## src/rtl/drw_pkg.sv

```systemverilog
package drw_pkg;

  localparam int ADDR_W     = 48;
  localparam int HI_W       = 16;
  localparam int SIZE_W     = 27;
  localparam int DESC_BYTES = 16;

  // descriptor word 0 bit positions (shared with the host)
  localparam int VALID_BIT = 31;
  localparam int IOC_BIT   = 30;
  localparam int OK_BIT    = 30;
  localparam int RDF_BIT   = 29;
  localparam int WRF_BIT   = 28;

  // status bits
  localparam int ST_ERR  = 0;
  localparam int ST_INV  = 1;
  localparam int ST_DONE = 2;

  // register offsets
  localparam logic [7:0] OFS_CTRL  = 8'h00;
  localparam logic [7:0] OFS_BLO   = 8'h04;
  localparam logic [7:0] OFS_BHI   = 8'h08;
  localparam logic [7:0] OFS_NEXT  = 8'h0C;
  localparam logic [7:0] OFS_COUNT = 8'h10;
  localparam logic [7:0] OFS_PREF  = 8'h14;
  localparam logic [7:0] OFS_STAT  = 8'h18;
  localparam logic [7:0] OFS_EN    = 8'h1C;

  localparam logic [5:0] EN_MASK = 6'b111011;

  typedef enum logic [2:0] {
    WK_IDLE, WK_RD0, WK_RD1, WK_RD2, WK_RD3, WK_XFER, WK_WB
  } walk_st_e;

  // status word rewritten over word 0
  function automatic logic [31:0] wb_word(input logic [SIZE_W-1:0] left,
                                          input logic rd_f, input logic wr_f);
    logic [31:0] w;
    w = '0;
    w[SIZE_W-1:0] = left;
    w[OK_BIT]  = ~(rd_f | wr_f);
    w[RDF_BIT] = rd_f;
    w[WRF_BIT] = wr_f;
    return w;
  endfunction

  // next entry address with wraparound at the end of the ring
  function automatic logic [31:0] ring_step(input logic [31:0] cur,
                                            input logic [31:0] base,
                                            input logic [31:0] entries);
    logic [31:0] last;
    last = base + ((entries - 32'd1) << 4);
    return (cur == last) ? base : cur + 32'(DESC_BYTES);
  endfunction

  // byte offset of the word a state touches
  function automatic logic [ADDR_W-1:0] word_offset(input walk_st_e st);
    case (st)
      WK_RD1:  return 48'd4;
      WK_RD2:  return 48'd8;
      WK_RD3:  return 48'd12;
      default: return 48'd0;
    endcase
  endfunction

endpackage

```

## src/rtl/drw_cfg_regs.sv

```systemverilog
module drw_cfg_regs
  import drw_pkg::*;
#(
  parameter int CNT_W  = 16,
  parameter int PREF_W = 8
) (
  input  logic              clk,
  input  logic              rst_n,
  input  logic              cfg_we,
  input  logic [7:0]        cfg_addr,
  input  logic [31:0]       cfg_wdata,
  output logic [31:0]       cfg_rdata,
  input  logic              ev_invalid,
  input  logic              ev_advance,
  input  logic              ev_done,
  input  logic              ev_err,
  output logic              run,
  output logic [31:0]       base_lo,
  output logic [HI_W-1:0]   base_hi,
  output logic [31:0]       next_lo,
  output logic [CNT_W-1:0]  count,
  output logic [PREF_W-1:0] pref_lim,
  output logic [2:0]        stat,
  output logic [5:0]        irq_en,
  output logic              irq
);

  logic [2:0] w1c;
  logic [2:0] set_vec;

  always_comb begin
    w1c = (cfg_we && cfg_addr == OFS_STAT) ? cfg_wdata[2:0] : 3'b000;
    set_vec = '0;
    set_vec[ST_ERR]  = ev_err;
    set_vec[ST_INV]  = ev_invalid;
    set_vec[ST_DONE] = ev_done;
  end

  always_ff @(posedge clk) begin
    if (!rst_n) begin
      run      <= 1'b0;
      base_lo  <= '0;
      base_hi  <= '0;
      next_lo  <= '0;
      count    <= '0;
      pref_lim <= '0;
      stat     <= '0;
      irq_en   <= '0;
    end else begin
      if (cfg_we) begin
        case (cfg_addr)
          OFS_CTRL:  run      <= cfg_wdata[0];
          OFS_BLO:   base_lo  <= cfg_wdata;
          OFS_BHI:   base_hi  <= cfg_wdata[HI_W-1:0];
          OFS_NEXT:  next_lo  <= cfg_wdata;
          OFS_COUNT: count    <= cfg_wdata[CNT_W-1:0];
          OFS_PREF:  pref_lim <= cfg_wdata[PREF_W-1:0];
          OFS_EN:    irq_en   <= cfg_wdata[5:0] & EN_MASK;
          default: ;
        endcase
      end
      // engine events take priority over a software write in the same cycle
      if (ev_invalid) run <= 1'b0;
      if (ev_advance) next_lo <= ring_step(next_lo, base_lo, 32'(count));
      stat <= (stat & ~w1c) | set_vec;
    end
  end

  always_comb begin
    case (cfg_addr)
      OFS_CTRL:  cfg_rdata = {31'b0, run};
      OFS_BLO:   cfg_rdata = base_lo;
      OFS_BHI:   cfg_rdata = 32'(base_hi);
      OFS_NEXT:  cfg_rdata = next_lo;
      OFS_COUNT: cfg_rdata = 32'(count);
      OFS_PREF:  cfg_rdata = 32'(pref_lim);
      OFS_STAT:  cfg_rdata = {29'b0, stat};
      OFS_EN:    cfg_rdata = {26'b0, irq_en};
      default:   cfg_rdata = '0;
    endcase
  end

  assign irq = (stat[ST_ERR] & irq_en[0]) | (stat[ST_INV] & irq_en[1]) | stat[ST_DONE];

endmodule

```

## src/rtl/drw_sequencer.sv

```systemverilog
module drw_sequencer
  import drw_pkg::*;
(
  input  logic              clk,
  input  logic              rst_n,
  input  logic              run,
  input  logic              count_nz,
  input  logic [ADDR_W-1:0] entry_addr,
  output logic              mem_req,
  output logic              mem_we,
  output logic [ADDR_W-1:0] mem_addr,
  output logic [31:0]       mem_wdata,
  input  logic              mem_ack,
  input  logic [31:0]       mem_rdata,
  output logic              xfer_req,
  output logic [ADDR_W-1:0] xfer_src,
  output logic [ADDR_W-1:0] xfer_dst,
  output logic [SIZE_W-1:0] xfer_len,
  input  logic              xfer_done,
  input  logic              xfer_rd_err,
  input  logic              xfer_wr_err,
  input  logic [SIZE_W-1:0] xfer_left,
  output logic              ev_fetch,
  output logic              ev_invalid,
  output logic              ev_advance,
  output logic              ev_done,
  output logic              ev_err
);

  walk_st_e          st_q;
  logic [ADDR_W-1:0] cur_q;
  logic [31:0]       w0_q, w1_q, w2_q, w3_q;
  logic [31:0]       wb_q;
  logic              err_q;

  always_ff @(posedge clk) begin
    if (!rst_n) begin
      st_q  <= WK_IDLE;
      cur_q <= '0;
      w0_q  <= '0;
      w1_q  <= '0;
      w2_q  <= '0;
      w3_q  <= '0;
      wb_q  <= '0;
      err_q <= 1'b0;
    end else begin
      case (st_q)
        WK_IDLE: if (ev_fetch) begin
          cur_q <= entry_addr;
          st_q  <= WK_RD0;
        end
        WK_RD0: if (mem_ack) begin
          if (mem_rdata[VALID_BIT]) begin
            w0_q <= mem_rdata;
            st_q <= WK_RD1;
          end else begin
            st_q <= WK_IDLE;
          end
        end
        WK_RD1: if (mem_ack) begin
          w1_q <= mem_rdata;
          st_q <= WK_RD2;
        end
        WK_RD2: if (mem_ack) begin
          w2_q <= mem_rdata;
          st_q <= WK_RD3;
        end
        WK_RD3: if (mem_ack) begin
          w3_q <= mem_rdata;
          st_q <= WK_XFER;
        end
        WK_XFER: if (xfer_done) begin
          wb_q  <= wb_word(xfer_left, xfer_rd_err, xfer_wr_err);
          err_q <= xfer_rd_err | xfer_wr_err;
          st_q  <= WK_WB;
        end
        WK_WB: if (mem_ack) st_q <= WK_IDLE;
        default: st_q <= WK_IDLE;
      endcase
    end
  end

  assign ev_fetch   = (st_q == WK_IDLE) && run && count_nz;
  assign ev_invalid = (st_q == WK_RD0) && mem_ack && !mem_rdata[VALID_BIT];
  assign ev_advance = (st_q == WK_WB) && mem_ack;
  assign ev_done    = ev_advance && w0_q[IOC_BIT];
  assign ev_err     = ev_advance && err_q;

  assign mem_req   = (st_q == WK_RD0) || (st_q == WK_RD1) || (st_q == WK_RD2) ||
                     (st_q == WK_RD3) || (st_q == WK_WB);
  assign mem_we    = (st_q == WK_WB);
  assign mem_addr  = cur_q + word_offset(st_q);
  assign mem_wdata = wb_q;

  assign xfer_req = (st_q == WK_XFER);
  assign xfer_src = {w1_q[31:16], w3_q};
  assign xfer_dst = {w1_q[HI_W-1:0], w2_q};
  assign xfer_len = w0_q[SIZE_W-1:0];

endmodule

```

## src/rtl/desc_ring_walker.sv

```systemverilog
module desc_ring_walker
  import drw_pkg::*;
#(
  parameter int CNT_W  = 16,
  parameter int PREF_W = 8
) (
  input  logic              clk,
  input  logic              rst_n,
  input  logic              cfg_we,
  input  logic [7:0]        cfg_addr,
  input  logic [31:0]       cfg_wdata,
  output logic [31:0]       cfg_rdata,
  output logic              mem_req,
  output logic              mem_we,
  output logic [47:0]       mem_addr,
  output logic [31:0]       mem_wdata,
  input  logic              mem_ack,
  input  logic [31:0]       mem_rdata,
  output logic              xfer_req,
  output logic [47:0]       xfer_src,
  output logic [47:0]       xfer_dst,
  output logic [26:0]       xfer_len,
  output logic [PREF_W-1:0] xfer_burst_lim,
  input  logic              xfer_done,
  input  logic              xfer_rd_err,
  input  logic              xfer_wr_err,
  input  logic [26:0]       xfer_left,
  output logic              irq
);

  logic              run_q;
  logic [31:0]       base_lo_q;
  logic [HI_W-1:0]   base_hi_q;
  logic [31:0]       next_q;
  logic [CNT_W-1:0]  count_q;
  logic [2:0]        irq_stat_q;
  logic [5:0]        irq_en_q;
  logic              ev_fetch, ev_invalid, ev_advance, ev_done, ev_err;

  drw_cfg_regs #(.CNT_W(CNT_W), .PREF_W(PREF_W)) u_regs (
    .clk        (clk),
    .rst_n      (rst_n),
    .cfg_we     (cfg_we),
    .cfg_addr   (cfg_addr),
    .cfg_wdata  (cfg_wdata),
    .cfg_rdata  (cfg_rdata),
    .ev_invalid (ev_invalid),
    .ev_advance (ev_advance),
    .ev_done    (ev_done),
    .ev_err     (ev_err),
    .run        (run_q),
    .base_lo    (base_lo_q),
    .base_hi    (base_hi_q),
    .next_lo    (next_q),
    .count      (count_q),
    .pref_lim   (xfer_burst_lim),
    .stat       (irq_stat_q),
    .irq_en     (irq_en_q),
    .irq        (irq)
  );

  drw_sequencer u_seq (
    .clk         (clk),
    .rst_n       (rst_n),
    .run         (run_q),
    .count_nz    (count_q != '0),
    .entry_addr  ({base_hi_q, next_q}),
    .mem_req     (mem_req),
    .mem_we      (mem_we),
    .mem_addr    (mem_addr),
    .mem_wdata   (mem_wdata),
    .mem_ack     (mem_ack),
    .mem_rdata   (mem_rdata),
    .xfer_req    (xfer_req),
    .xfer_src    (xfer_src),
    .xfer_dst    (xfer_dst),
    .xfer_len    (xfer_len),
    .xfer_done   (xfer_done),
    .xfer_rd_err (xfer_rd_err),
    .xfer_wr_err (xfer_wr_err),
    .xfer_left   (xfer_left),
    .ev_fetch    (ev_fetch),
    .ev_invalid  (ev_invalid),
    .ev_advance  (ev_advance),
    .ev_done     (ev_done),
    .ev_err      (ev_err)
  );

endmodule

```

## config.mk

```make
export PLATFORM = sky130hd
export DESIGN_NAME = desc_ring_walker
export DESIGN_NICKNAME = d
export VERILOG_FILES = /design/src/rtl/drw_pkg.sv /design/src/rtl/drw_cfg_regs.sv /design/src/rtl/drw_sequencer.sv /design/src/rtl/desc_ring_walker.sv
export SDC_FILE = /design/constraint.sdc
export NUM_CORES = 1
export LEC_CHECK = 0
export CAP_MARGIN = 5
export CORE_MARGIN = 1.5
export CORE_UTILIZATION = 56
export CTS_CLUSTER_SIZE = 30
export DETAILED_ROUTE_END_ITERATION = 16
export PLACE_DENSITY_LB_ADDON = 0.2
export SLEW_MARGIN = 30
export SYNTH_ARGS = -nofsm -noshare
export SYNTH_HDL_FRONTEND = slang
export SYNTH_SLANG_ARGS = --single-unit
```

## constraint.sdc

```tcl
create_clock -name clk -period 7.3 [get_ports clk]
set_input_delay 0.73 -clock clk [delete_from_list [all_inputs] [get_ports clk]]
set_output_delay 0.73 -clock clk [all_outputs]
set_load 0.1 [all_outputs]
```

# After elaboration in Yosys (flattened, before gate mapping)
# Cells that the tools add are included.
# totals
ff_bits,322
out_inout_bits,247
# op_classes
n_addsub,4
eq_ne,21
mux,16
bitwise,10
n_reduce_logical,33
# op_table
op,count
$pmux 32 s8,1
$mux 32,4
$add 48x4->48,1
$add 32x32->32,1
$add 32x5->32 const B,1
$eq 32x32->1,1
$eq 8x5->1 const B,4
$mux 3,8
$reduce_and 2->1,12
$pmux 3 s7,1
$sub 16x1->17 const B,1
$eq 8x4->1 const B,2
$reduce_bool 16->1,1
$pmux 4 s3,1
$ne 2x2->1 const B,5
$eq 3x3->1 const B,3
$eq 8x3->1 const B,1
$logic_and 1x1->1,8
$logic_not 8->1,1
$reduce_and 7->1,1
$eq 3x2->1 const B,2
$logic_or 1x1->1,4
$ne 2x1->1 const B,2
$reduce_bool 2->1,2
12 further kinds,16

# Longest topological paths before layout
# depth
ltp_word,6
mapped_depth,19
ltp_nobuf,16

# Cells and area by module
# A second synthesis with hierarchy kept.
# unflattened
hier_cells,2208
area_unflattened_um2,17500.5
# by_module_without_submodules
mod,instances,cells_each,area_per_inst_um2,seq_area_each_um2
drw_sequencer,1,1090,8889.8,4124.0
drw_cfg_regs,1,1113,8579.5,2262.2
desc_ring_walker,1,5,31.3,0.0

# Least setup slack after synthesis
# OpenSTA, ideal clock, no wires.
# synth_path
path_kind,flip-flop to flip-flop
start,register u_regs.count[2]
end,register u_regs.next_lo[15]
setup_time_ns,0.157
t_arrival_ns,4.833
required_time_ns,7.143
slack_ns,2.309
path_stages_with_launch,18
n_path_buf,2
period_less_slack_ns,4.991
cell_sequence,dfxtp_1 > or4_4 > nor4b_4 > or4b_4 > nor4_4 > ha_1 > clkbuf_1 > nand2_1 > nor4_1 > nor2_1 > a221o_1 > a2111oi_0 > nand4_1 > nor4_2 > nand4_4 > buf_6 > nor3_1 > a311oi_2
# synth_via
elab_chain_len,5
# synth_rtl
element,line,rtl
from (decl),drw_cfg_regs.sv:21,"output logic [CNT_W-1:0] count,"
from (signal assigned),drw_cfg_regs.sv:56,OFS_COUNT: count <= cfg_wdata[CNT_W-1:0];
$sub 16x1->17,drw_pkg.sv:53,last = base + ((entries - 32'd1) << 4);
$add 32x32->32,drw_pkg.sv:53,
$eq 32x32->1,drw_pkg.sv:54,return (cur == last) ? base : cur + 32'(DESC_BYTES);
$mux 32,drw_pkg.sv:54,
$mux 32,drw_cfg_regs.sv:64,"if (ev_advance) next_lo <= ring_step(next_lo, base_lo, 32'(count));"
to (signal assigned),drw_cfg_regs.sv:55,OFS_NEXT: next_lo <= cfg_wdata;
to (signal assigned),drw_cfg_regs.sv:64,
to (decl),drw_cfg_regs.sv:20,"output logic [31:0] next_lo,"
# Every way passes these cells.
# A chain may end at the register's enable or synchronous reset.

# Final worst setup path
# layout_path
start,register u_regs.count[2]
end,register u_regs.next_lo[17]
# Same word-level chain as after synthesis.

==> results.md <==
* DR vias/cell at 5.90
* Reg-to-reg endpoint: u_regs.next_lo[17]
* WHS Endpoint: u_seq.w3_q[6]
* Ranking of synthesized cells by area: dfxtp_1 37%, nand2_1 14%, a21boi_0 12%
* Hold path cells at 2
* IO Pins at 353
* Peak VDD IR at roughly 0.00021 V
* Max_slew headroom at a little under a third
* Worst-path clk slew at 0.06 ns
* Root buf cell: clkbuf_16
* Residual DRC count at 0
* Post-CTS resize count at 0
* CP arrival at 6.55 ns
* Max Used Layer: met4
* Worst Setup Start Kind: flop
* Final Max Tran Viols at 0
* Top FF cell, synth: dfxtp_1
* Synth Register Bits at about 320
* Critical Setup Path Class: reg -> reg
* Area growth, synth to finish at 25.8%
* CTS Buf Count at 35
* Worst hold path class: reg -> reg
* Final GP Congestion at approximately 0.93
* DR WL met2 at 27900 um
* Hold Vio Cnt, Final at 0
* H-tree levels at 2
* Hold Buf Count CTS at 0
* Mapped cell area at 0.0171 sq mm
* Initial Util at 57.3%
* Leak Pwr at around 7.5 nW
* Core area at 0.0299 sq mm
* CTS Sinks at between 300 and 400
* Max-cap violations at 0
* Post-synth EDFFs at 0
* F_max at 163 MHz
* Critical Path End Type: flop
* Nets at about 2500
* Top cell type's share of synthesized area at 37.3%
* Most frequent cell after synthesis: nand2_1
* GRT Resource Usage Total at roughly a third
* Minimum clock period at 6.12 ns
* WL/cell at 20.4 um
* Clock Path Buffers at 3
* FF-to-FF path depth at 16
* Die ar. at 0.0316 sq mm
* Met3 wire len at 4430 um
* Post-route ant nets at 0
* Fillers at 2370
* HP Start: u_seq.w3_q[6]
* Row count at 63
* RSZ-0062 raised after global routing: false
* Initial antenna violation count at 1
* Yosys Warn Count at 0
* # Post-CTS Setup Buffers at 0
* Final WL at ~57000 um
* Synth cell types at 75
* Tcrit/Tclk final at a little over four fifths
* Via count at 16500
* Wire length on met1 at 22200 um
* Sequential area share after synthesis at 37.3%
* Pwr dens at approximately 170 mW/mm^2
* Share of layout cells above drive strength 1 at approximately 7%
* Worst-Margin Slew at 1.04 ns
* Final setup fails at 0
* Total iterations of the first detailed-routing run at 5
* Post-Route Skew at ~0.021 ns
* Congestion Overflow GR at 0
* Final WS setup at 1.18 ns
* Crit-path max FO at 55
* Post-synth top cells: 636 x nand2_1, 319 x dfxtp_1, 274 x a21boi_0
* Vias in the first global route at 16100
* Post-place setup slack at 1.21 ns
* DP HPWL at 41100 um
* Worst R2R Setup Slack at roughly 1.2 ns
* Worst endpoint required time at 7.73 ns
* Skew-Pair Late Insertion Delay at 0.53 ns
* Synth Instances at 2165
* CTS tree: built
* Ys async rst share at 0%
* Die Width at 178 um
* DR iter-0 viols at 1354
* Worst R2R Start: u_regs.count[2]
* Mean Syn Cell Area at 7.90 sq um
* Post-synth top area cell: dfxtp_1
* Die extent in y at between 150 and 200 um
* Largest net degree at the start of global routing at about 120
* First-pass GRT wire length at 87400 um
* Outcome: complete, no violations
* Fin Setup TNS at 0 ns
* Port buffer count at 350
[state kept, by name, summed over array words and instances, names as in the netlist]
signal	cells
u_seq.w3_q	32
u_seq.w2_q	32
u_seq.cur_q	48
u_seq.err_q	1
u_seq.mem_wdata	30
u_seq.st_q	3
u_seq.w1_q	32
u_regs.run	1
u_regs.base_lo	32
u_regs.base_hi	16
u_regs.count	16
u_regs.next_lo	32
u_regs.stat	3
u_regs.pref_lim	8
u_regs.irq_en	5
u_seq.w0_q	28
[where the power goes]
group	internal, mW	switching (mW)
sequential	1.74	0.00139
clock	0.983	0.746
combinational	0.0893	0.0927
total	2.81	0.840
[placed cells by master (no fill, tap or decap), drive strengths merged, types with 12 or more instances in the layout]
master	count
a21boi	281
a21oi	36
a22o	24
a22oi	25
a311oi	16
and3	26
buf	43
clkbuf	50
clkdlybuf4s50	330
clkinv	12
dfxtp	319
ha	31
inv	14
mux2	26
nand2	636
nand3	64
nand4	28
nor2	60
nor2b	13
nor3	56
nor4	12
o21ai	62
xnor2	75
xor2	55
[cells by family after synthesis]
kind of cell / after synthesis / synth area share [%]
compound gates: 501 / 21.8
xor+xnor: 130 / 6.70
fa+ha+maj: 33 / 2.50
buf+inv: 202 / 5.37
flops: 319 / 37.3
mux: 36 / 2.30
other cells: 1 / 0.0219
simple gates: 943 / 24.0
[worst max-delay path: stages, from the launching register on]
cell	delay, ns
dfxtp_1	0.37
or4_4	0.60
nor4b_4	0.28
or4b_4	0.53
nor4_4	0.73
ha_1	0.42
nand2_1	0.11
o21ai_0	0.47
o21ai_0	0.17
a2111oi_0	0.53
and4_1	0.27
nand4_1	0.10
nor4_2	0.48
nand4_4	0.11
buf_4	0.35
and3_1	0.27
nor3_1	0.22
[stage by stage]
stage,cell area (sq um),power (mW),cells,hold slack (ns),utilization [%]
detailed placement,20400,1.96,2741,0.457,68.4
CTS,21600,3.66,2803,0.465,72.1
floorplan,17100,1.86,2166,0.443,-
global route,21500,3.75,2803,0.482,72.1
global placement,20500,1.96,2741,0.451,68.5
finish,21500,3.65,2804,0.461,72.1
[how the worst max path moves through the flow]
stage / startpoint / endpoint / slack [ns]
after detailed placement: u_regs.count[2] / u_regs.next_lo[17] / 1.21
after global routing: u_regs.count[2] / u_regs.next_lo[17] / 0.76
after floorplan: u_regs.count[2] / u_regs.next_lo[15] / 2.31
final: u_regs.count[2] / u_regs.next_lo[17] / 1.18
after CTS: u_regs.count[2] / u_regs.next_lo[17] / 1.18
after global placement: u_regs.count[2] / u_regs.next_lo[6] / 1.40
[cell type report]
| cell class | instances | area, sq um | area share [%] |
|---|---|---|---|
| well taps | 390 | 488 | 2.27 |
| multi-input cells | 1645 | 9890 | 45.9 |
| repair buffers | 374 | 3590 | 16.7 |
| clock inverters | 13 | 105 | 0.488 |
| inverters | 13 | 48.8 | 0.227 |
| clock buffers | 49 | 1020 | 4.73 |
| flip-flops and latches | 319 | 6390 | 29.7 |
| diodes | 1 | 2.50 | 0.0116 |
[routing by layer]
| metal | track usage [%] | up-vias |
|---|---|---|
| met5 | 0 | - |
| met4 | 16.0 | 0 |
| met3 | 8.48 | 154 |
| met2 | 60.9 | 660 |
| met1 | 41.0 | 7902 |
| li1 | - | 7832 |
Power figures use the tool's default switching activity.
